### src/rtl/psad_pkg.sv
package psad_pkg;

   // How each lane turns its signed difference into a magnitude
   typedef enum logic {
      MAG_SELECT = 1'b0,   // pick the difference or its negation by sign
      MAG_INVERT = 1'b1    // invert by sign, then add the sign bit back
   } mag_style_e;

   // Operands left after one level of 3:2 compressors
   function automatic int csa_next(input int n);
      return (n / 3) * 2 + (n % 3);
   endfunction

   // Operands present at tree level lvl, starting from n
   function automatic int csa_count(input int n, input int lvl);
      int c;
      c = n;
      for (int i = 0; i < lvl; i++) begin
         if (c > 2) c = csa_next(c);
      end
      return c;
   endfunction

   // Number of compressor levels needed to reach two operands
   function automatic int csa_depth(input int n);
      int c;
      int d;
      c = n;
      d = 0;
      while (c > 2) begin
         c = csa_next(c);
         d++;
      end
      return d;
   endfunction

endpackage

### src/rtl/psad_lane_diff.sv
module psad_lane_diff #(
   parameter int LANE_W = 8
) (
   input  logic [LANE_W-1:0] lane_a,
   input  logic [LANE_W-1:0] lane_b,
   output logic [LANE_W:0]   lane_diff
);
   // One extra bit keeps the sign of the unsigned subtraction
   always_comb begin
      lane_diff = {1'b0, lane_a} - {1'b0, lane_b};
   end
endmodule

### src/rtl/psad_lane_mag.sv
module psad_lane_mag #(
   parameter int                   LANE_W    = 8,
   parameter psad_pkg::mag_style_e MAG_STYLE = psad_pkg::MAG_SELECT
) (
   input  logic [LANE_W:0]   lane_diff,
   output logic [LANE_W-1:0] lane_mag
);
   logic             neg;
   logic [LANE_W-1:0] low;

   assign neg = lane_diff[LANE_W];
   assign low = lane_diff[LANE_W-1:0];

   generate
      if (MAG_STYLE == psad_pkg::MAG_SELECT) begin : g_select
         always_comb begin
            lane_mag = neg ? (~low + LANE_W'(1)) : low;
         end
      end else begin : g_invert
         always_comb begin
            lane_mag = (low ^ {LANE_W{neg}}) + LANE_W'(neg);
         end
      end
   endgenerate
endmodule

### src/rtl/psad_csa_tree.sv
module psad_csa_tree #(
   parameter int N_OPS = 8,
   parameter int W     = 11
) (
   input  logic [N_OPS*W-1:0] ops_flat,
   output logic [W-1:0]       total
);
   localparam int DEPTH = psad_pkg::csa_depth(N_OPS);

   logic [W-1:0] lvl [DEPTH+1][N_OPS];

   generate
      if (N_OPS < 2) begin : g_bad_n
         $error("psad_csa_tree needs at least two operands");
      end

      for (genvar k = 0; k < N_OPS; k++) begin : g_in
         assign lvl[0][k] = ops_flat[k*W +: W];
      end

      for (genvar l = 0; l < DEPTH; l++) begin : g_lvl
         localparam int N_HERE  = psad_pkg::csa_count(N_OPS, l);
         localparam int GROUPS  = N_HERE / 3;
         localparam int N_NEXT  = psad_pkg::csa_next(N_HERE);
         for (genvar k = 0; k < N_OPS; k++) begin : g_out
            if (k < 2 * GROUPS) begin : g_csa
               localparam int G = k / 2;
               if (k % 2 == 0) begin : g_sum
                  assign lvl[l+1][k] = lvl[l][3*G] ^ lvl[l][3*G+1] ^ lvl[l][3*G+2];
               end else begin : g_carry
                  assign lvl[l+1][k] = ((lvl[l][3*G] & lvl[l][3*G+1]) |
                                        (lvl[l][3*G] & lvl[l][3*G+2]) |
                                        (lvl[l][3*G+1] & lvl[l][3*G+2])) << 1;
               end
            end else if (k < N_NEXT) begin : g_pass
               assign lvl[l+1][k] = lvl[l][3*GROUPS + (k - 2*GROUPS)];
            end else begin : g_zero
               assign lvl[l+1][k] = '0;
            end
         end
      end
   endgenerate

   // Single carry-propagate add closes the reduction
   always_comb begin
      total = lvl[DEPTH][0] + lvl[DEPTH][1];
   end
endmodule

### src/rtl/psad_engine.sv
module psad_engine #(
   parameter int                   LANES     = 8,
   parameter int                   LANE_W    = 8,
   parameter int                   RES_W     = 16,
   parameter psad_pkg::mag_style_e MAG_STYLE = psad_pkg::MAG_SELECT
) (
   input  logic                    clk,
   input  logic                    rst_n,
   input  logic                    in_valid,
   output logic                    in_ready,
   input  logic [LANES*LANE_W-1:0] in_a,
   input  logic [LANES*LANE_W-1:0] in_b,
   output logic                    out_valid,
   input  logic                    out_ready,
   output logic [LANES*LANE_W-1:0] out_data
);
   localparam int OUT_W  = LANES * LANE_W;
   localparam int DIFF_W = LANE_W + 1;
   localparam int SUM_W  = $clog2(LANES * ((1 << LANE_W) - 1) + 1);

   generate
      if (LANES < 2) begin : g_bad_lanes
         $error("psad_engine needs at least two lanes");
      end
      if (LANE_W < 2) begin : g_bad_lane_w
         $error("psad_engine lanes must be at least two bits");
      end
      if (SUM_W > RES_W) begin : g_bad_res
         $error("result field too narrow for the largest sum");
      end
      if (RES_W > OUT_W) begin : g_bad_out
         $error("result field wider than the output word");
      end
   endgenerate

   // Global stall: every stage moves only when the output can move
   logic advance;
   assign advance  = !out_valid || out_ready;
   assign in_ready = advance;

   // ---------------- stage 1: lane differences ----------------
   logic [LANES*DIFF_W-1:0] diff_c;
   logic [LANES*DIFF_W-1:0] s1_diff;
   logic                    s1_v;

   generate
      for (genvar k = 0; k < LANES; k++) begin : g_diff
         psad_lane_diff #(.LANE_W(LANE_W)) u_diff (
            .lane_a   (in_a[k*LANE_W +: LANE_W]),
            .lane_b   (in_b[k*LANE_W +: LANE_W]),
            .lane_diff(diff_c[k*DIFF_W +: DIFF_W])
         );
      end
   endgenerate

   always_ff @(posedge clk) begin
      if (!rst_n) begin
         s1_v <= 1'b0;
      end else if (advance) begin
         s1_v <= in_valid;
      end
   end

   always_ff @(posedge clk) begin
      if (advance && in_valid) begin
         s1_diff <= diff_c;
      end
   end

   // ---------------- stage 2: lane magnitudes ----------------
   logic [LANES*LANE_W-1:0] mag_c;
   logic [LANES*LANE_W-1:0] s2_mag;
   logic                    s2_v;

   generate
      for (genvar k = 0; k < LANES; k++) begin : g_mag
         psad_lane_mag #(.LANE_W(LANE_W), .MAG_STYLE(MAG_STYLE)) u_mag (
            .lane_diff(s1_diff[k*DIFF_W +: DIFF_W]),
            .lane_mag (mag_c[k*LANE_W +: LANE_W])
         );
      end
   endgenerate

   always_ff @(posedge clk) begin
      if (!rst_n) begin
         s2_v <= 1'b0;
      end else if (advance) begin
         s2_v <= s1_v;
      end
   end

   always_ff @(posedge clk) begin
      if (advance && s1_v) begin
         s2_mag <= mag_c;
      end
   end

   // ---------------- stage 3: compressor tree and final add ----------------
   logic [LANES*SUM_W-1:0] tree_in;
   logic [SUM_W-1:0]       tree_sum;
   logic [SUM_W-1:0]       s3_sum;
   logic                   s3_v;

   generate
      for (genvar k = 0; k < LANES; k++) begin : g_ext
         assign tree_in[k*SUM_W +: SUM_W] = SUM_W'(s2_mag[k*LANE_W +: LANE_W]);
      end
   endgenerate

   psad_csa_tree #(.N_OPS(LANES), .W(SUM_W)) u_tree (
      .ops_flat(tree_in),
      .total   (tree_sum)
   );

   always_ff @(posedge clk) begin
      if (!rst_n) begin
         s3_v <= 1'b0;
      end else if (advance) begin
         s3_v <= s2_v;
      end
   end

   always_ff @(posedge clk) begin
      if (advance && s2_v) begin
         s3_sum <= tree_sum;
      end
   end

   // ---------------- result packing ----------------
   assign out_valid = s3_v;
   assign out_data  = {{(OUT_W-RES_W){1'b0}}, RES_W'(s3_sum)};

endmodule

### config.mk
export PLATFORM = sky130hd
export DESIGN_NAME = psad_engine
export DESIGN_NICKNAME = d
export VERILOG_FILES = /design/src/rtl/psad_pkg.sv /design/src/rtl/psad_lane_diff.sv /design/src/rtl/psad_lane_mag.sv /design/src/rtl/psad_csa_tree.sv /design/src/rtl/psad_engine.sv
export SDC_FILE = /design/constraint.sdc
export NUM_CORES = 1
export LEC_CHECK = 0
export BUFFER_PORTS_ARGS = -buffer_cell sky130_fd_sc_hd__buf_2
export CAP_MARGIN = 30
export CORE_ASPECT_RATIO = 1.2
export CORE_UTILIZATION = 51
export CTS_CLUSTER_DIAMETER = 30
export DETAILED_ROUTE_END_ITERATION = 7
export PLACE_DENSITY_LB_ADDON = 0.3
export SYNTH_ARGS = -nofsm -noshare
export SYNTH_HDL_FRONTEND = slang
export SYNTH_SLANG_ARGS = --single-unit
### constraint.sdc
create_clock -name clk -period 3.55 [get_ports clk]
set_input_delay 0.5325 -clock clk [delete_from_list [all_inputs] [get_ports clk]]
set_output_delay 0.5325 -clock clk [all_outputs]
set_load 0.01 [all_outputs]
==> impl_metrics.env, run 1 <==
export IMPL_outcome="complete, but fails checks"
export IMPL_violations="setup timing"
export IMPL_wl_um=17500
export IMPL_design_area_mm2=0.0119
export IMPL_startpoint_type="flop"
export IMPL_rsz0062_at_grt="yes"
export IMPL_htreeDepth=4
export IMPL_cts_tree="yes"
export IMPL_report_final_slew_viol_count=0
export IMPL_die_y_um=157
export IMPL_drive_gt1_share_pct=18.9
export IMPL_tightest_slew_ns=0.870
export IMPL_start_util_pct=52.3
export IMPL_die_x_um=132
export IMPL_areaGrowthSynthToFinish_pct=15.8
export IMPL_p_leak_nw=5.37
export IMPL_place_congestion=0.805
export IMPL_fin_util_pct=60.6
export IMPL_crit_top_cell="fa_1"
export IMPL_hold_end="s1_v"
export IMPL_grt_pass1_wl_um=28500
export IMPL_min_from="rst_n"
export IMPL_setup_violations=7
export IMPL_cts_root_buf="clkbuf_16"
export IMPL_clk_path_buf_depth=2
export IMPL_timing_final_ws_setup_ns=-0.213
export IMPL_multi_input_area_mm2=0.00499
export IMPL_antenna_left=0
export IMPL_hold_worst_slack_ns=0.340
export IMPL_max_stage_delay_ns=0.54
export IMPL_drc=0
export IMPL_cts_made_buffers=17
export IMPL_regArea_mm2=0.00447
export IMPL_ys_warn_count=0
export IMPL_ys_ff_latch=150
export IMPL_clock_sinks=150
export IMPL_num_io_pins=198
export IMPL_cp_slowest_cell="fa_1"
export IMPL_finalNetCount=1370
export IMPL_timing_fmax_mhz=266
export IMPL_preCtsSetupSlack_ns=-0.216
export IMPL_num_rows=56
export IMPL_hpwl_um=13900
export IMPL_synth_edf_count=147
export IMPL_ys_seq_area_share_pct=43.6
export IMPL_grt_pass1_vias=6232
export IMPL_grt_max_degree=74
export IMPL_synthFlopType="edfxtp_1"
export IMPL_antenna_found_initial=0
export IMPL_clk_pin_slew_ns=0.06
export IMPL_num_fill_cells=1606
export IMPL_cp_required_ns=3.72
export IMPL_r2r_cells=12
export IMPL_dpl_instance_area_mm2=0.0112
export IMPL_ys_types=37
export IMPL_antenna_cells=0
export IMPL_final_setup_tns_ns=-0.900
export IMPL_drv_cap=0
export IMPL_relSlewSlack_pct=42.0
export IMPL_worstSetupEndpointType="flop"
export IMPL_grt_ovfl_total=0
export IMPL_clock_latency_ns=0.42
export IMPL_path_cells="fa_1, fa_1, inv_1, fa_1, inv_1, fa_1, ha_1, a21o_1, a21oi_2, o21bai_1, a21oi_1, xnor2_1"
export IMPL_fin_crit_sh_pct=106
export IMPL_io_buffers=144
export IMPL_crit_type="flop to flop"
export IMPL_via_count=6571
export IMPL_r2r_slack_ns=-0.21
export IMPL_path_max_fanout=3
export IMPL_min_path_cells=2
export IMPL_fp_dieArea_mm2=0.0207
export IMPL_crit_arrival_ns=3.93
export IMPL_synthArstFlopShare_pct=0
export IMPL_avgSynthCellArea_um2=11.1
export IMPL_viasPerCell=4.78
export IMPL_hold_buffers=0
export IMPL_skew_ns=0.0123
export IMPL_core_area_mm2=0.0196
export IMPL_dr_pass1_iters=5
export IMPL_reg2reg_from="s2_mag[27]"
export IMPL_power_density_mw_per_mm2=653
export IMPL_routedWlPerCell_um=12.7
export IMPL_drt_iter0_drc=230
export IMPL_max_vdd_ir_drop_mv=0.598
export IMPL_min_period_ns=3.76
export IMPL_hold_class="input port to flop"
export IMPL_r2r_end="s3_sum[7]"
export IMPL_hold_viol=0
export IMPL_netlist_area_mm2=0.0103
export IMPL_track_usage_pct=17.8
export IMPL_syn_instance_count=926
-- worst max-delay path: cells and delay by family, from the launching register on --
kind / cells / cell delay [ns]
compound gates: 4 / 0.62
xor+xnor: 1 / 0.09
fa+ha+maj: 5 / 2.31
buf+inv: 2 / 0.10
flops: 1 / 0.40
-- worst max path at each step --
stage,from,endpoint
after floorplan,s2_mag[43],s3_sum[9]
after global placement,s2_mag[43],s3_sum[9]
after detailed placement,s2_mag[43],s3_sum[7]
after CTS,s2_mag[3],s3_sum[7]
after global routing,s2_mag[27],s3_sum[7]
final,s2_mag[27],s3_sum[7]
-- layout by cell type (no fill, tap or decap), types with 2 or more instances in the layout --
master,netlist,final
o21a_1,25,25
bufinv_16,0,3
ha_4,0,3
o31ai_1,16,16
buf_4,53,10
clkbuf_16,0,17
a21oi_2,0,3
o21ai_2,1,2
and2_1,4,2
o21ai_0,19,17
conb_1,1,53
inv_1,182,181
a21o_1,3,3
fa_1,55,49
clkinv_2,0,4
fa_2,0,6
edfxtp_1,147,147
dfxtp_1,3,3
o211ai_1,9,9
xor2_1,14,14
ha_1,83,80
nand2_1,50,50
o2bb2ai_1,7,7
o21ai_1,6,7
or3_1,14,14
nand2b_1,10,10
a21oi_1,22,19
o22ai_1,6,6
a21boi_0,17,17
o21bai_1,2,2
o31a_1,7,7
nor2_1,54,54
clkinvlp_4,0,3
xnor2_1,75,74
clkinv_1,0,3
nor3_1,15,15
a21boi_1,5,5
buf_2,0,144
nor2b_1,14,14
-- flip-flops by register name (all words and copies together), names as in the netlist --
signal / cells
s3_sum: 11
out_valid: 1
s1_diff: 72
s2_v: 1
s2_mag: 64
s1_v: 1
-- cell families after synthesis --
kind of cell             share of synthesized area [%]
AO/OA/AOI/OAI                                     9.99
XOR/XNOR                                          7.59
adder cells (fa/ha/maj)                           20.8
buffers and inverters                             10.5
flip-flops                                        43.6
other                                           0.0365
AND/OR/NAND/NOR                                   7.46
-- what timing repair did --
item,CTS,global route
buffers inserted,1,0
pin swaps,25,20
endpoints found under the setup margin,8,8
gates resized for setup,8,2
-- power breakdown --
group	internal [mW]	switching, mW
Sequential	2.42	0.141
Combinational	1.73	1.70
Clock	1.09	0.684
-- cell type report --
class	count	share of cell area [%]
multi-input cells	593	42.0
flip-flops and latches	150	37.6
repair buffers	156	6.95
inverters	182	5.74
clock buffers	17	3.58
well taps	261	2.75
clock inverters	15	1.36
-- metal layers --
layer	track usage [%]	part of all wire (%)	vias to the layer above
li1	-	-	3331
met1	20.4	42	3065
met2	33.2	53	163
met3	3.19	3.7	12
met4	6.53	1.2	0
met5	0	0	-
-- synth_stat cells, drive strengths merged (2+ instances only) --
master | instances | area share (%)
inv | 182 | 6.7
edfxtp | 147 | 43
ha | 83 | 10
xnor2 | 75 | 6.4
fa | 55 | 11
nor2 | 54 | 2.0
buf | 53 | 3.9
nand2 | 50 | 1.8
o21ai | 26 | 1.3
o21a | 25 | 1.8
a21boi | 22 | 1.6
a21oi | 22 | 1.1
o31ai | 17 | 1.3
nor3 | 16 | 0.83
nor2b | 15 | 0.99
or3 | 14 | 0.85
xor2 | 14 | 1.2
nand2b | 11 | 0.69
o211ai | 9 | 0.66
o2bb2ai | 7 | 0.60
o31a | 7 | 0.60
o22ai | 6 | 0.37
and2 | 4 | 0.24
a21o | 3 | 0.22
dfxtp | 3 | 0.58
o21bai | 2 | 0.15
-- stage by stage --
stage	power (mW)	std cells
after floorplan	4.83	978
after global placement	5.66	1341
after detailed placement	5.77	1341
after CTS	7.80	1373
after global routing	8.29	1374
final	7.76	1374
No activity file was read; power rests on OpenSTA's default activity.
==> run 2: changes to the inputs <==
--- a/config.mk
+++ b/config.mk
@@ -8,7 +8,8 @@
 export BUFFER_PORTS_ARGS = -buffer_cell sky130_fd_sc_hd__buf_2
 export CAP_MARGIN = 30
 export CORE_ASPECT_RATIO = 1.2
-export CORE_UTILIZATION = 51
+export CORE_UTILIZATION = 45
+export CTS_BUF_LIST = sky130_fd_sc_hd__clkbuf_4 sky130_fd_sc_hd__clkbuf_8
 export CTS_CLUSTER_DIAMETER = 30
 export DETAILED_ROUTE_END_ITERATION = 7
 export PLACE_DENSITY_LB_ADDON = 0.3
==> run 2 against run 1 <==
Net effect: the run still ends with setup timing left; routed wire length down 1.1%; clock power down 28%; final cell count up 1.1%; critical path type unchanged; largest power group unchanged; highest routed layer unchanged.
==> impl_metrics.env, run 2 (synthesis gave the netlist of run 1 again) <==
export IMPL_relSlewSlack_pct=64.8
export IMPL_antenna_left=0
export IMPL_antenna_found_initial=0
export IMPL_num_io_pins=198
export IMPL_multi_input_area_mm2=0.00498
export IMPL_mostFrequentLayoutCell="inv_1"
export IMPL_clock_latency_ns=0.44
export IMPL_reg_largest_list="s1_diff x72, s2_mag x64, s3_sum x11"
export IMPL_path_cells="fa_1, fa_1, inv_1, fa_1, inv_2, fa_2, ha_4, fa_2, a21oi_2, o21a_1, o21ai_1"
export IMPL_max_stage_delay_ns=0.54
export IMPL_crit_type="flop to flop"
export IMPL_die_x_um=140
export IMPL_clk_pin_slew_ns=0.08
export IMPL_timing_final_ws_setup_ns=-0.190
export IMPL_outcome="complete, but fails checks"
export IMPL_wl_um=17300
export IMPL_max_vdd_ir_drop_mv=0.413
export IMPL_r2r_slack_ns=-0.19
export IMPL_dpl_instance_area_mm2=0.0113
export IMPL_grt_ovfl_total=0
export IMPL_worstSetupEndpointType="flop"
export IMPL_tightest_slew_ns=0.529
export IMPL_core_area_mm2=0.0224
export IMPL_routedWlPerCell_um=12.5
export IMPL_grt_max_degree=74
export IMPL_setup_violations=7
export IMPL_power_density_mw_per_mm2=610
export IMPL_timing_fmax_mhz=267
export IMPL_num_rows=60
export IMPL_finalNetCount=1369
export IMPL_cts_root_buf="clkbuf_8"
export IMPL_io_buffers=144
export IMPL_largest_register="s1_diff"
export IMPL_report_final_slew_viol_count=0
export IMPL_drt_iter0_drc=276
export IMPL_cp_slowest_cell="fa_1"
export IMPL_hold_viol=0
export IMPL_drc=0
export IMPL_grt_pass1_vias=6319
export IMPL_cts_tree="yes"
export IMPL_crit_arrival_ns=3.93
export IMPL_fp_dieArea_mm2=0.0234
export IMPL_min_period_ns=3.74
export IMPL_p_leak_nw=5.27
export IMPL_fin_crit_sh_pct=105
export IMPL_startpoint_type="flop"
export IMPL_path_max_fanout=2
export IMPL_dr_pass1_iters=5
export IMPL_via_count=6493
export IMPL_viasPerCell=4.67
export IMPL_num_fill_cells=1976
export IMPL_crit_top_cell="fa_1"
export IMPL_largest_reg_flops=72
export IMPL_dp_cells=1358
export IMPL_antenna_cells=0
export IMPL_regArea_mm2=0.00447
export IMPL_rsz0062_at_grt="yes"
export IMPL_hpwl_um=14100
export IMPL_final_cell_count_no_fill=1389
export IMPL_track_usage_pct=15.6
export IMPL_skew_ns=0.00921
export IMPL_clock_sinks=150
export IMPL_cp_required_ns=3.74
export IMPL_place_congestion=0.798
export IMPL_hold_class="input port to flop"
export IMPL_drive_gt1_share_pct=18.7
export IMPL_r2r_cells=11
export IMPL_design_area_mm2=0.0117
export IMPL_final_setup_tns_ns=-0.914
export IMPL_areaGrowthSynthToFinish_pct=13.8
export IMPL_die_y_um=167
export IMPL_power_mw=7.12
export IMPL_htreeDepth=4
export IMPL_grt_pass1_wl_um=28800
export IMPL_min_path_cells=2
export IMPL_cts_made_buffers=17
export IMPL_clk_path_buf_depth=2
export IMPL_drv_cap=0
export IMPL_start_util_pct=45.9
export IMPL_layout_common_cells="inv_1 (178), edfxtp_1 (147), buf_2 (144)"
export IMPL_violations="setup timing"
[run 2: cell types whose count changed in the layout (fill, tap and decap cells not counted), sizes merged]
cell,before,now
buf,156,155
clkbuf,17,18
clkinv,8,7
clkinvlp,3,2
inv,183,182
[run 2: routing by layer]
layer | track usage, % | routed length [um]
met4 | 4.11 | 143
met3 | 2.43 | 494
met2 | 28.9 | 9180
met1 | 18.6 | 7480
met5 | 0 | 0
[run 2: area by class of cell]
| type | count | area share, % |
|---|---|---|
| Timing Repair Buffer | 155 | 7.02 |
| Sequential cell | 150 | 38.3 |
| Clock buffer | 18 | 2.07 |
| Tap cell | 279 | 2.99 |
| Inverter | 182 | 5.85 |
| Clock inverter | 12 | 1.18 |
| Multi-Input combinational cell | 593 | 42.6 |
[run 2: final timing paths]
| path | start | to |
|---|---|---|
| max | s2_mag[26] | s3_sum[10] |
| min | rst_n | s2_v |
| max reg2reg | s2_mag[26] | s3_sum[10] |
| min reg2reg | s2_v | out_valid |
[run 2: repair_timing]
action,CTS,global route
resized for setup,6,4
pin swaps,20,10
hold buffers,0,0
buffers inserted,1,1
endpoints found under the setup margin,8,8
[run 2: where the power goes]
group	total [mW]	leakage (nW)	switching (mW)	internal, mW
Combinational	3.30	3.65	1.63	1.67
Sequential	2.55	1.42	0.138	2.41
Clock	1.28	0.192	0.594	0.682
[run 2: stage by stage]
step           setup WS [ns]  util (%)  hold slack, ns
2_1_floorplan         -0.126         -           0.451
3_3_place_gp          -0.167      50.3           0.463
3_5_place_dp          -0.223      50.3           0.467
4_1_cts               -0.194      52.1           0.299
5_1_grt               -0.345      52.2           0.303
6_report              -0.190      52.2           0.330
[run 2: critical path: cells and delay by family, from the launching register on]
family	cells	cell delay [ns]
adders and majority gates	6	2.56
buffers and inverters	2	0.10
AOI/OAI and AO/OA	3	0.43
DFF	1	0.41
